[config.mk]
export PLATFORM = sky130hd
export DESIGN_NAME = adc_seq_core
export DESIGN_NICKNAME = d
export VERILOG_FILES = /design/src/rtl/adc_seq_pkg.sv /design/src/rtl/adc_seq_ctrl.sv /design/src/rtl/adc_sar_lane.sv /design/src/rtl/adc_seq_core.sv
export SDC_FILE = /design/constraint.sdc
export NUM_CORES = 1
export LEC_CHECK = 0
export CAP_MARGIN = 20
export CORE_MARGIN = 4
export CORE_UTILIZATION = 51
export CTS_CLUSTER_SIZE = 25
export DETAILED_ROUTE_END_ITERATION = 10
export PLACE_DENSITY = 0.88
export SKIP_CTS_REPAIR_TIMING = 1
export SLEW_MARGIN = 20
export SYNTH_ARGS = -nofsm -noshare
export SYNTH_HDL_FRONTEND = slang
export SYNTH_SLANG_ARGS = --single-unit
[constraint.sdc]
create_clock -name clk_i -period 5.05 [get_ports clk_i]
set_input_delay 1.515 -clock clk_i [delete_from_list [all_inputs] [get_ports clk_i]]
set_output_delay 1.515 -clock clk_i [all_outputs]
set_load 0.01 [all_outputs]
[src/rtl/adc_seq_pkg.sv]
`timescale 1ns/1ps
package adc_seq_pkg;
  typedef enum logic [1:0] {
    PH_START   = 2'd0,
    PH_RESOLVE = 2'd1,
    PH_TAIL    = 2'd2,
    PH_WRITE   = 2'd3
  } phase_e;
endpackage

[src/rtl/adc_seq_ctrl.sv]
`timescale 1ns/1ps
module adc_seq_ctrl
  import adc_seq_pkg::*;
#(
  parameter int W      = 12,
  parameter int CYCLES = 16,
  parameter int ERR_W  = 8,
  localparam int CW    = $clog2(CYCLES),
  localparam int BW    = $clog2(W)
) (
  input  logic             clk_i,
  input  logic             rst_ni,
  input  logic             conv_n_i,
  input  logic             addr_i,
  output logic             start_o,
  output logic             busy_o,
  output phase_e           phase_o,
  output logic [BW-1:0]    bit_idx_o,
  output logic             ch_o,
  output logic [ERR_W-1:0] err_cnt_o
);
  logic          active_q, armed_q, conv_q, ch_q;
  logic [CW-1:0] cnt_q;
  logic [ERR_W-1:0] err_q;
  logic          err_edge, last;
  int            bit_pos;

  assign start_o  = ~active_q & ~conv_n_i & armed_q;
  assign err_edge = active_q & conv_q & ~conv_n_i;
  assign last     = active_q & (cnt_q == CW'(CYCLES - 1));
  // asynchronous rise: request low while armed raises busy before any edge
  assign busy_o   = active_q | (~conv_n_i & armed_q);

  always_ff @(posedge clk_i or negedge rst_ni) begin
    if (!rst_ni) begin
      active_q <= 1'b0;
      armed_q  <= 1'b0;
      conv_q   <= 1'b1;
      ch_q     <= 1'b0;
      cnt_q    <= '0;
      err_q    <= '0;
    end else begin
      conv_q <= conv_n_i;
      if (start_o) begin
        active_q <= 1'b1;
        cnt_q    <= '0;
        ch_q     <= addr_i;
      end else if (last) begin
        active_q <= 1'b0;
      end else if (active_q) begin
        cnt_q <= cnt_q + 1'b1;
      end
      if (start_o || err_edge) armed_q <= 1'b0;
      else if (conv_n_i)       armed_q <= 1'b1;
      if (err_edge) err_q <= err_q + 1'b1;
    end
  end

  always_comb begin
    if (!active_q || cnt_q == '0)        phase_o = PH_START;
    else if (int'(cnt_q) <= W)           phase_o = PH_RESOLVE;
    else if (last)                       phase_o = PH_WRITE;
    else                                 phase_o = PH_TAIL;
    bit_pos   = W - int'(cnt_q);
    bit_idx_o = bit_pos[BW-1:0];
  end

  assign ch_o      = ch_q;
  assign err_cnt_o = err_q;
endmodule

[src/rtl/adc_sar_lane.sv]
`timescale 1ns/1ps
module adc_sar_lane
  import adc_seq_pkg::*;
#(
  parameter int W      = 12,
  parameter bit SAR_EN = 1'b1,
  localparam int BW    = $clog2(W)
) (
  input  logic          clk_i,
  input  logic          rst_ni,
  input  logic          start_i,
  input  phase_e        phase_i,
  input  logic [BW-1:0] bit_idx_i,
  input  logic          cmp_i,
  input  logic [W-1:0]  direct_i,
  output logic [W-1:0]  trial_o,
  output logic [W-1:0]  res_o
);
  localparam logic [W-1:0] MSB = {1'b1, {(W-1){1'b0}}};
  logic [W-1:0] sar_q, res_q, probe;

  assign probe   = {{(W-1){1'b0}}, 1'b1} << bit_idx_i;
  assign trial_o = (phase_i == PH_RESOLVE) ? (sar_q | probe) : sar_q;

  always_ff @(posedge clk_i or negedge rst_ni) begin
    if (!rst_ni) begin
      sar_q <= '0;
      res_q <= '0;
    end else begin
      if (start_i) sar_q <= '0;
      else if (phase_i == PH_RESOLVE && cmp_i) sar_q <= sar_q | probe;
      // offset binary to two's complement: flip the sign bit
      if (phase_i == PH_WRITE) res_q <= SAR_EN ? (sar_q ^ MSB) : direct_i;
    end
  end

  assign res_o = res_q;
endmodule

[src/rtl/adc_seq_core.sv]
`timescale 1ns/1ps
module adc_seq_core
  import adc_seq_pkg::*;
#(
  parameter int W      = 12,
  parameter int CYCLES = 16,
  parameter int ERR_W  = 8,
  parameter bit SAR_EN = 1'b1
) (
  input  logic             clk_i,
  input  logic             rst_ni,
  input  logic             conv_n_i,
  input  logic             addr_i,
  input  logic             cmp_a_i,
  input  logic             cmp_b_i,
  input  logic [W-1:0]     direct_a_i,
  input  logic [W-1:0]     direct_b_i,
  output logic             hold_o,
  output logic             busy_o,
  output logic [W-1:0]     trial_a_o,
  output logic [W-1:0]     trial_b_o,
  output logic             res_valid_o,
  output logic [W-1:0]     res_a_o,
  output logic [W-1:0]     res_b_o,
  output logic             res_ch_o,
  output logic [ERR_W-1:0] err_cnt_o
);
  localparam int BW    = $clog2(W);
  localparam int LANES = 2;

  logic          start, busy, ch;
  phase_e        phase;
  logic [BW-1:0] bit_idx;
  logic          valid_q, ch_q;
  logic [LANES-1:0]        cmp;
  logic [LANES-1:0][W-1:0] direct, trial, res;

  adc_seq_ctrl #(.W(W), .CYCLES(CYCLES), .ERR_W(ERR_W)) u_ctrl (
    .clk_i, .rst_ni, .conv_n_i, .addr_i,
    .start_o(start), .busy_o(busy), .phase_o(phase),
    .bit_idx_o(bit_idx), .ch_o(ch), .err_cnt_o
  );

  assign cmp    = {cmp_b_i, cmp_a_i};
  assign direct = {direct_b_i, direct_a_i};

  for (genvar g = 0; g < LANES; g++) begin : g_lane
    adc_sar_lane #(.W(W), .SAR_EN(SAR_EN)) u_lane (
      .clk_i, .rst_ni, .start_i(start), .phase_i(phase),
      .bit_idx_i(bit_idx), .cmp_i(cmp[g]), .direct_i(direct[g]),
      .trial_o(trial[g]), .res_o(res[g])
    );
  end

  always_ff @(posedge clk_i or negedge rst_ni) begin
    if (!rst_ni) begin
      valid_q <= 1'b0;
      ch_q    <= 1'b0;
    end else begin
      valid_q <= (phase == PH_WRITE);
      if (phase == PH_WRITE) ch_q <= ch;
    end
  end

  assign hold_o      = busy;
  assign busy_o      = busy;
  assign trial_a_o   = trial[0];
  assign trial_b_o   = trial[1];
  assign res_a_o     = res[0];
  assign res_b_o     = res[1];
  assign res_valid_o = valid_q;
  assign res_ch_o    = ch_q;
endmodule

==> impl_metrics.tcl, run 1 <==
set metrics [dict create \
    cts.reportedPaths.clkPinSlew_ns 0.07 \
    area_post_placement_mm2 0.00380 \
    cts_num_sinks 66 \
    worst-path-max-fanout 18 \
    core_area_mm2 0.00599 \
    vias 2443 \
    finalHoldViolCount 0 \
    final.hold.worst_slack_ns 0.473 \
    globalRoute.busiestLayer "met2" \
    worst_setup_path_end_kind "output pin" \
    rsz0062_at_grt "no" \
    sequentialPowerShare_pct 34.5 \
    detail_route.drc_violations 0 \
    static-leakage-power_uw 0.00173 \
    gpl.final_weighted_congestion 0.825 \
    slew_headroom_pct 48.3 \
    crit_slowest_cell "sky130_fd_sc_hd__clkdlybuf4s50_1" \
    cts_tree "yes" \
    combPwrFrac_pct 46.4 \
    detailed_router_iteration_count_before_antenna_repair 5 \
    worstRegToRegCells 4 \
    crit_path_cell_trace "inv_1 -> ha_1 -> nand3b_2 -> nand3_1 -> a22oi_1 -> clkdlybuf4s50_1" \
    antenna_cells_inserted 0 \
    p_sw_uw 954 \
    initial_core_util_pct 53.1 \
    cellPowerDensity_mw_per_mm2 633 \
    latest_clock_arrival_within_the_worst_skew_pair_ns 0.34 \
    post_drt_via_cell_ratio 5.75 \
    globalRouteOverflowTotal 0 \
    worst-slew-pin-transition_ns 0.774 \
    fin_crit_ns 4.57 \
    setup_viol_count_final 0 \
    clock_tree.htree_level_count 3 \
    groute.usage.overall_pct 20.3 \
    grt_start_max_net_pins 38 \
    final_layout_size_suffix_gt1_share_pct 16.3 \
    avgRoutedWirePerCell_um 16.5 \
    final.setup.worst_slack_ns 0.484 \
    power.switching_fraction_pct 37.5 \
    syn-mean-instance-area_um2 11.1 \
    grt_first_pass_wirelength_um 12000 \
    synth_nets 322 \
    area_growth_synth_to_finish_pct 26.4 \
    worst-setup-path-type "reg -> out" \
    critical_path_required_ns 3.54 \
    drt_first_iter_violations 268 \
    synth_cells 286 \
    post-route-cell-area_mm2 0.00402 \
    number_of_global_route_vias_before_repair 2537 \
    detailedPlace.worstSlack_ns 0.792 \
    design.die.area_mm2 0.00756 \
    dpl.hpwl_um 4940 \
    setup_total_negative_slack_ns 0 \
    clockPowerShare_pct 19.1 \
    min_period_over_period_pct 90.4 \
    global_route.usage.met3_pct 5.49 \
    clock-skew-final_ns 0.00898 \
    clock_tree.root_cell "sky130_fd_sc_hd__clkbuf_8" \
    worstPathArrival_ns 3.05 \
    use_met1_pct 26.4 \
    synth-seq-cells 66 \
    yosysWarningCount 0 \
    cp_slowest_stage_delay_ns 0.58 \
    post_synth_num_cell_types 43 \
    irDropWorstVdd_v 0.000348 \
    yosysSeqAreaShare_pct 52.0 \
    run_status "finished, final reports clean" \
    io_pins 90 \
    hold_path.class "reg -> reg" \
    clk_path_buf_depth 2 \
    chipHeight_um 87.0 \
    num-nets-final 381 \
    numPortBuffers 65 \
    ant_nets 0 \
    drt-total-wl_um 7020 \
    timing.hold.worst_path_depth 1 \
    fp.dieW_um 87.0 \
    p_int_uw 1590 \
    final_max_slew_viol_count 0 \
    tritoncts.num_buffers 9 \
    grt_use_met2_pct 32.6 \
    syn_area_mm2 0.00318 \
    initial_antenna_violation_count 0 \
    rows 28 \
    timing.critical_path.from_type "flip-flop" \
    maxCapViolCount 0 \
    max_freq_mhz 219 \
]
-- power groups by stage --
stage / Combinational [uW] / Sequential (uW) / Clock, uW
2_1_floorplan: 705 / 862 / 0
3_3_place_gp: 1140 / 868 / 0
3_5_place_dp: 1180 / 884 / 0
4_1_cts: 1190 / 877 / 493
5_1_grt: 1290 / 907 / 519
6_report: 1180 / 877 / 486
-- registers in the layout, indices dropped and copies added, names as in the netlist --
| signal | count |
|---|---|
| g_lane.u_lane.res_o | 24 |
| u_ctrl.cnt_q | 4 |
| u_ctrl.err_cnt_o | 8 |
| res_ch_o | 1 |
| g_lane.u_lane.sar_q | 24 |
| u_ctrl.conv_q | 1 |
| res_valid_o | 1 |
| u_ctrl.armed_q | 1 |
| u_ctrl.ch_o | 1 |
| u_ctrl.active_q | 1 |
-- path summary, 6_finish.rpt --
check                                                     start                                     to  slack [ns]
worst max-delay path                u_ctrl.cnt_q[0]$_DFFE_PN0P_                          trial_b_o[11]        0.48
worst min-delay path            u_ctrl.err_cnt_o[7]$_DFFE_PN0P_        u_ctrl.err_cnt_o[7]$_DFFE_PN0P_        0.47
worst max register to register      u_ctrl.cnt_q[0]$_DFFE_PN0P_  g_lane[0].u_lane.res_o[4]$_DFFE_PN0P_        2.88
worst min register to register  u_ctrl.err_cnt_o[7]$_DFFE_PN0P_        u_ctrl.err_cnt_o[7]$_DFFE_PN0P_        0.47
max in group asynchronous                                rst_ni  g_lane[1].u_lane.res_o[2]$_DFFE_PN0P_        2.93
min in group asynchronous                                rst_ni  g_lane[0].u_lane.sar_q[8]$_DFFE_PN0P_        1.22
-- cells in the mapped netlist (all sizes together) --
master / n / area (um^2)
o21ai: 20 / 100
nor2: 10 / 45.0
or3: 1 / 11.3
and4: 1 / 8.76
nand2: 33 / 124
a31oi: 8 / 65.1
a41oi: 1 / 16.3
nor3: 3 / 26.3
o211a: 1 / 10.0
a21o: 2 / 15.0
mux2: 26 / 293
a21oi: 14 / 70.1
nand4: 10 / 62.6
buf: 17 / 128
and3b: 2 / 17.5
xor2: 3 / 26.3
a22oi: 10 / 75.1
and2: 4 / 25.0
nor2b: 1 / 6.26
nand3: 8 / 55.1
xnor2: 4 / 35.0
o21bai: 16 / 120
nor4: 1 / 6.26
and3: 1 / 6.26
dfstp: 1 / 26.3
nor3b: 1 / 7.51
inv: 7 / 26.3
nand3b: 3 / 26.3
clkbuf: 2 / 7.51
or3b: 2 / 17.5
a21bo: 1 / 10.0
ha: 6 / 75.1
a31o: 1 / 8.76
dfrtp: 65 / 1630
-- layer usage --
metal	part of all wire, %	up-vias
li1	-	1139
met1	42	1197
met2	49	94
met3	7.2	13
met4	1.5	0
met5	0	-
-- cell families after synthesis --
| family | after synthesis | share of synthesized area [%] |
|---|---|---|
| AO/OA/AOI/OAI | 74 | 15.4 |
| AND/OR/NAND/NOR | 81 | 14.0 |
| multiplexers | 26 | 9.21 |
| XOR/XNOR | 7 | 1.93 |
| buffers and inverters | 26 | 5.08 |
| flip-flops | 66 | 52.0 |
| adder cells (fa/ha/maj) | 6 | 2.36 |
-- placed cells by master (no fill, tap or decap), types with 2 or more instances in the layout --
| master | n |
|---|---|
| sky130_fd_sc_hd__a21o_1 | 2 |
| sky130_fd_sc_hd__a21oi_1 | 14 |
| sky130_fd_sc_hd__a22oi_1 | 10 |
| sky130_fd_sc_hd__a31oi_1 | 7 |
| sky130_fd_sc_hd__and2_1 | 4 |
| sky130_fd_sc_hd__and3b_1 | 2 |
| sky130_fd_sc_hd__buf_4 | 2 |
| sky130_fd_sc_hd__bufinv_16 | 2 |
| sky130_fd_sc_hd__clkbuf_8 | 10 |
| sky130_fd_sc_hd__clkdlybuf4s50_1 | 64 |
| sky130_fd_sc_hd__clkinv_2 | 2 |
| sky130_fd_sc_hd__dfrtp_1 | 65 |
| sky130_fd_sc_hd__ha_1 | 6 |
| sky130_fd_sc_hd__inv_1 | 7 |
| sky130_fd_sc_hd__mux2_2 | 26 |
| sky130_fd_sc_hd__nand2_1 | 33 |
| sky130_fd_sc_hd__nand3_1 | 5 |
| sky130_fd_sc_hd__nand3_2 | 3 |
| sky130_fd_sc_hd__nand3b_1 | 2 |
| sky130_fd_sc_hd__nand4_1 | 10 |
| sky130_fd_sc_hd__nor2_1 | 9 |
| sky130_fd_sc_hd__nor3_1 | 2 |
| sky130_fd_sc_hd__o21ai_0 | 16 |
| sky130_fd_sc_hd__o21ai_1 | 4 |
| sky130_fd_sc_hd__o21bai_1 | 16 |
| sky130_fd_sc_hd__xnor2_1 | 4 |
| sky130_fd_sc_hd__xor2_1 | 3 |
-- worst max-delay path, delay by kind of cell (launching register included) --
| family | cells | cell delay, ns |
|---|---|---|
| buf+inv | 2 | 0.76 |
| fa+ha+maj | 1 | 0.43 |
| simple gates | 2 | 0.77 |
| flops | 1 | 0.45 |
| compound gates | 1 | 0.31 |
-- cell type report --
class                   count  area, um^2
clock buffers              11         141
clock inverters             5        77.6
fillers                   445        1970
inverters                   7        26.3
multi-input cells         194        1370
flip-flops and latches     66        1650
well taps                  75        93.8
repair buffers             67         661
-- per-stage QoR --
| step | total power, uW | utilization, % | std cells |
|---|---|---|---|
| after detailed placement | 2070 | 63.4 | 409 |
| after CTS | 2560 | 67.1 | 425 |
| final | 2540 | 67.1 | 425 |
| after floorplan | 1570 | - | 286 |
| after global placement | 2010 | 63.4 | 409 |
| after global routing | 2710 | 67.1 | 425 |
Note: power is estimated with default switching activity, not from simulation.
==> inputs of run 2 (changes only) <==
Settings changed: CORE_MARGIN 4 to 3, CORE_UTILIZATION 51 to 52, PLACE_DENSITY 0.88 to 0.89, SYNTH_HIERARCHICAL set to 1.
==> impl_metrics.tcl, run 2 <==
set metrics [dict create \
    finalPower_uw 2950 \
    timing.critical_path.from_type "flip-flop" \
    worstPathArrival_ns 3.06 \
    final_cell_mix "65 x sky130_fd_sc_hd__dfrtp_1, 64 x sky130_fd_sc_hd__clkdlybuf4s50_1, 25 x sky130_fd_sc_hd__inv_1" \
    vias 2450 \
    synth.cells.most_frequent "65 x sky130_fd_sc_hd__dfrtp_1, 25 x sky130_fd_sc_hd__inv_1, 24 x sky130_fd_sc_hd__mux2_2" \
    area_growth_synth_to_finish_pct 26.7 \
    globalRouteOverflowTotal 0 \
    max_freq_mhz 218 \
    combPwrFrac_pct 56.1 \
    p_int_uw 1770 \
    io_pins 90 \
    syn-mean-instance-area_um2 11.6 \
    layout_commonest_cell "sky130_fd_sc_hd__dfrtp_1" \
    asyncSetResetFlopFracSynth_pct 100 \
    clock_tree.root_cell "sky130_fd_sc_hd__clkbuf_8" \
    rows 27 \
    clk_path_buf_depth 2 \
    drt-total-wl_um 7220 \
    clock_tree.htree_level_count 3 \
    detail_route.drc_violations 0 \
    placedCellCount 403 \
    worst-setup-path-type "reg -> out" \
    synth_largest_type_area_fraction_pct 50.9 \
    grt_start_max_net_pins 38 \
    final_cells 419 \
    chipHeight_um 84.4 \
    hold_path.class "reg -> reg" \
    drt_first_iter_violations 261 \
    detailedPlace.worstSlack_ns 0.719 \
    initial_antenna_violation_count 0 \
    static-leakage-power_uw 0.00184 \
    dpl.hpwl_um 5070 \
    post_drt_via_cell_ratio 5.85 \
    power.switching_fraction_pct 40.1 \
    min_period_over_period_pct 90.7 \
    synth_nets 308 \
    multi_input_area_mm2 0.00136 \
    fin_crit_ns 4.58 \
    critical_path_required_ns 3.54 \
    run_status "finished, final reports clean" \
    synth_top_cells_by_area "sky130_fd_sc_hd__dfrtp_1 51%, sky130_fd_sc_hd__mux2_2 8.5%, sky130_fd_sc_hd__o32ai_1 4.1%, sky130_fd_sc_hd__inv_1 2.9%, sky130_fd_sc_hd__a21o_1 2.6%" \
    detailed_router_iteration_count_before_antenna_repair 4 \
    n_fill_cell 414 \
    avgRoutedWirePerCell_um 17.2 \
    fp.dieW_um 84.4 \
    sequential_cell_area_mm2 0.00165 \
    syn_area_mm2 0.00319 \
    synth-main-ff-cell "sky130_fd_sc_hd__dfrtp_1" \
    worst_setup_path_end_kind "output pin" \
    final_max_slew_viol_count 0 \
    yosys.area.top_type "sky130_fd_sc_hd__dfrtp_1" \
    post_synth_num_cell_types 50 \
    synth_cells 275 \
    antenna_cells_inserted 0 \
    setup_viol_count_final 0 \
    finalHoldViolCount 0 \
    num-nets-final 375 \
    groute.usage.overall_pct 22.0 \
    cts.reportedPaths.clkPinSlew_ns 0.07 \
    number_of_global_route_vias_before_repair 2530 \
    sequentialPowerShare_pct 31.2 \
    final.setup.worst_slack_ns 0.472 \
    core_area_mm2 0.00571 \
    cts_num_sinks 66 \
    maxCapViolCount 0 \
    irDropWorstVdd_v 0.000372 \
    design.die.area_mm2 0.00712 \
    numPortBuffers 65 \
    worst-slew-pin-transition_ns 0.814 \
    final_layout_size_suffix_gt1_share_pct 19.0 \
    slew_headroom_pct 45.8 \
    cts_tree "yes" \
    initial_core_util_pct 55.9 \
    yosysWarningCount 6 \
    setup_total_negative_slack_ns 0 \
    p_sw_uw 1180 \
    yosysSeqAreaShare_pct 51.8 \
    cellPowerDensity_mw_per_mm2 729 \
    rsz0062_at_grt "no" \
    worst-path-max-fanout 14 \
    gpl.final_weighted_congestion 0.838 \
    yosys.cell_count.top_type "sky130_fd_sc_hd__dfrtp_1" \
    ant_nets 0 \
    clockPowerShare_pct 12.7 \
    synth-edff-count 0 \
    latest_clock_arrival_within_the_worst_skew_pair_ns 0.33 \
    grt_first_pass_wirelength_um 12600 \
    tritoncts.num_buffers 9 \
    clock-skew-final_ns 0.00982 \
    synth-seq-cells 66 \
]
[run 2: changes by cell type after synthesis, moves of 5 or more]
cell	change
sky130_fd_sc_hd__o21bai_1	-15
sky130_fd_sc_hd__a31o_2	+5
sky130_fd_sc_hd__inv_1	+18
sky130_fd_sc_hd__nand2b_1	+13
sky130_fd_sc_hd__a21oi_1	-14
sky130_fd_sc_hd__a21o_1	+9
sky130_fd_sc_hd__nand4_1	-8
sky130_fd_sc_hd__o21ai_0	-7
sky130_fd_sc_hd__a31oi_1	-7
sky130_fd_sc_hd__o32ai_1	+15
sky130_fd_sc_hd__nor2_1	-5
sky130_fd_sc_hd__nor2b_1	+6
sky130_fd_sc_hd__a22oi_1	-10
sky130_fd_sc_hd__nand2_1	-20
[run 2: cell type report]
class	count	share of cell area, %
multi-input combinational	169	33.5
tap	72	2.23
clock buffer	13	3.68
timing repair buffer	71	17.1
inverter	25	2.32
clock inverter	3	0.371
sequential	66	40.8
[run 2: logic make-up after synthesis]
logic type / share of synthesized area [%]
compound gates: 13.7
xor+xnor: 2.47
flops: 51.8
buf+inv: 5.80
simple gates: 15.4
fa+ha+maj: 1.18
mux: 9.72
[run 2: stage by stage]
step	area, um^2	util (%)	hold slack, ns
3_3_place_gp	3880	68.0	0.461
3_5_place_dp	3880	68.0	0.461
2_1_floorplan	3190	-	0.468
5_1_grt	4050	70.9	0.489
4_1_cts	4050	70.9	0.475
6_report	4050	70.9	0.480
[run 2: path summary, 6_finish.rpt]
| kind | cells past startpoint | startpoint | end | slack, ns |
|---|---|---|---|---|
| worst max-delay path | 6 | u_ctrl/cnt_q[0]$_DFFE_PN0P_ | trial_b_o[7] | 0.47 |
| worst max register to register | 7 | u_ctrl/cnt_q[0]$_DFFE_PN0P_ | g_lane[0].u_lane/sar_q[4]$_DFFE_PN0P_ | 2.53 |
| min in group asynchronous | 1 | rst_ni | g_lane[0].u_lane/res_o[8]$_DFFE_PN0N_ | 1.27 |
| max in group asynchronous | 2 | rst_ni | u_ctrl/conv_q$_DFF_PN1_ | 2.85 |
| worst min-delay path | 1 | u_ctrl/err_cnt_o[7]$_DFFE_PN0P_ | u_ctrl/err_cnt_o[7]$_DFFE_PN0P_ | 0.48 |
| worst min register to register | 1 | u_ctrl/err_cnt_o[7]$_DFFE_PN0P_ | u_ctrl/err_cnt_o[7]$_DFFE_PN0P_ | 0.48 |
[run 2: per-layer routing]
| metal | global-route usage, % | part of all wire, % | vias to the layer above | wire length (um) |
|---|---|---|---|---|
| met5 | 0 | 0 | - | 0 |
| met4 | 10.4 | 2.0 | 0 | 147 |
| met3 | 3.83 | 5.0 | 14 | 364 |
| met2 | 35.4 | 51 | 85 | 3650 |
| met1 | 29.1 | 42 | 1227 | 3050 |
| li1 | - | - | 1124 | - |
[run 2: power groups by stage]
stage	registers [uW]	logic, uW	clock network, uW
finish	920	1660	373
global route	960	1790	409
CTS	923	1650	382
detailed placement	931	1630	0
global placement	917	1590	0
floorplan	922	908	0
[run 2: critical path, stage by stage (launching register included)]
cell                              delay [ns]
sky130_fd_sc_hd__dfrtp_1                0.60
sky130_fd_sc_hd__inv_1                  0.15
sky130_fd_sc_hd__ha_1                   0.27
sky130_fd_sc_hd__xor2_1                 0.64
sky130_fd_sc_hd__nand2b_1               0.28
sky130_fd_sc_hd__o21ai_0                0.23
sky130_fd_sc_hd__clkdlybuf4s50_1        0.56
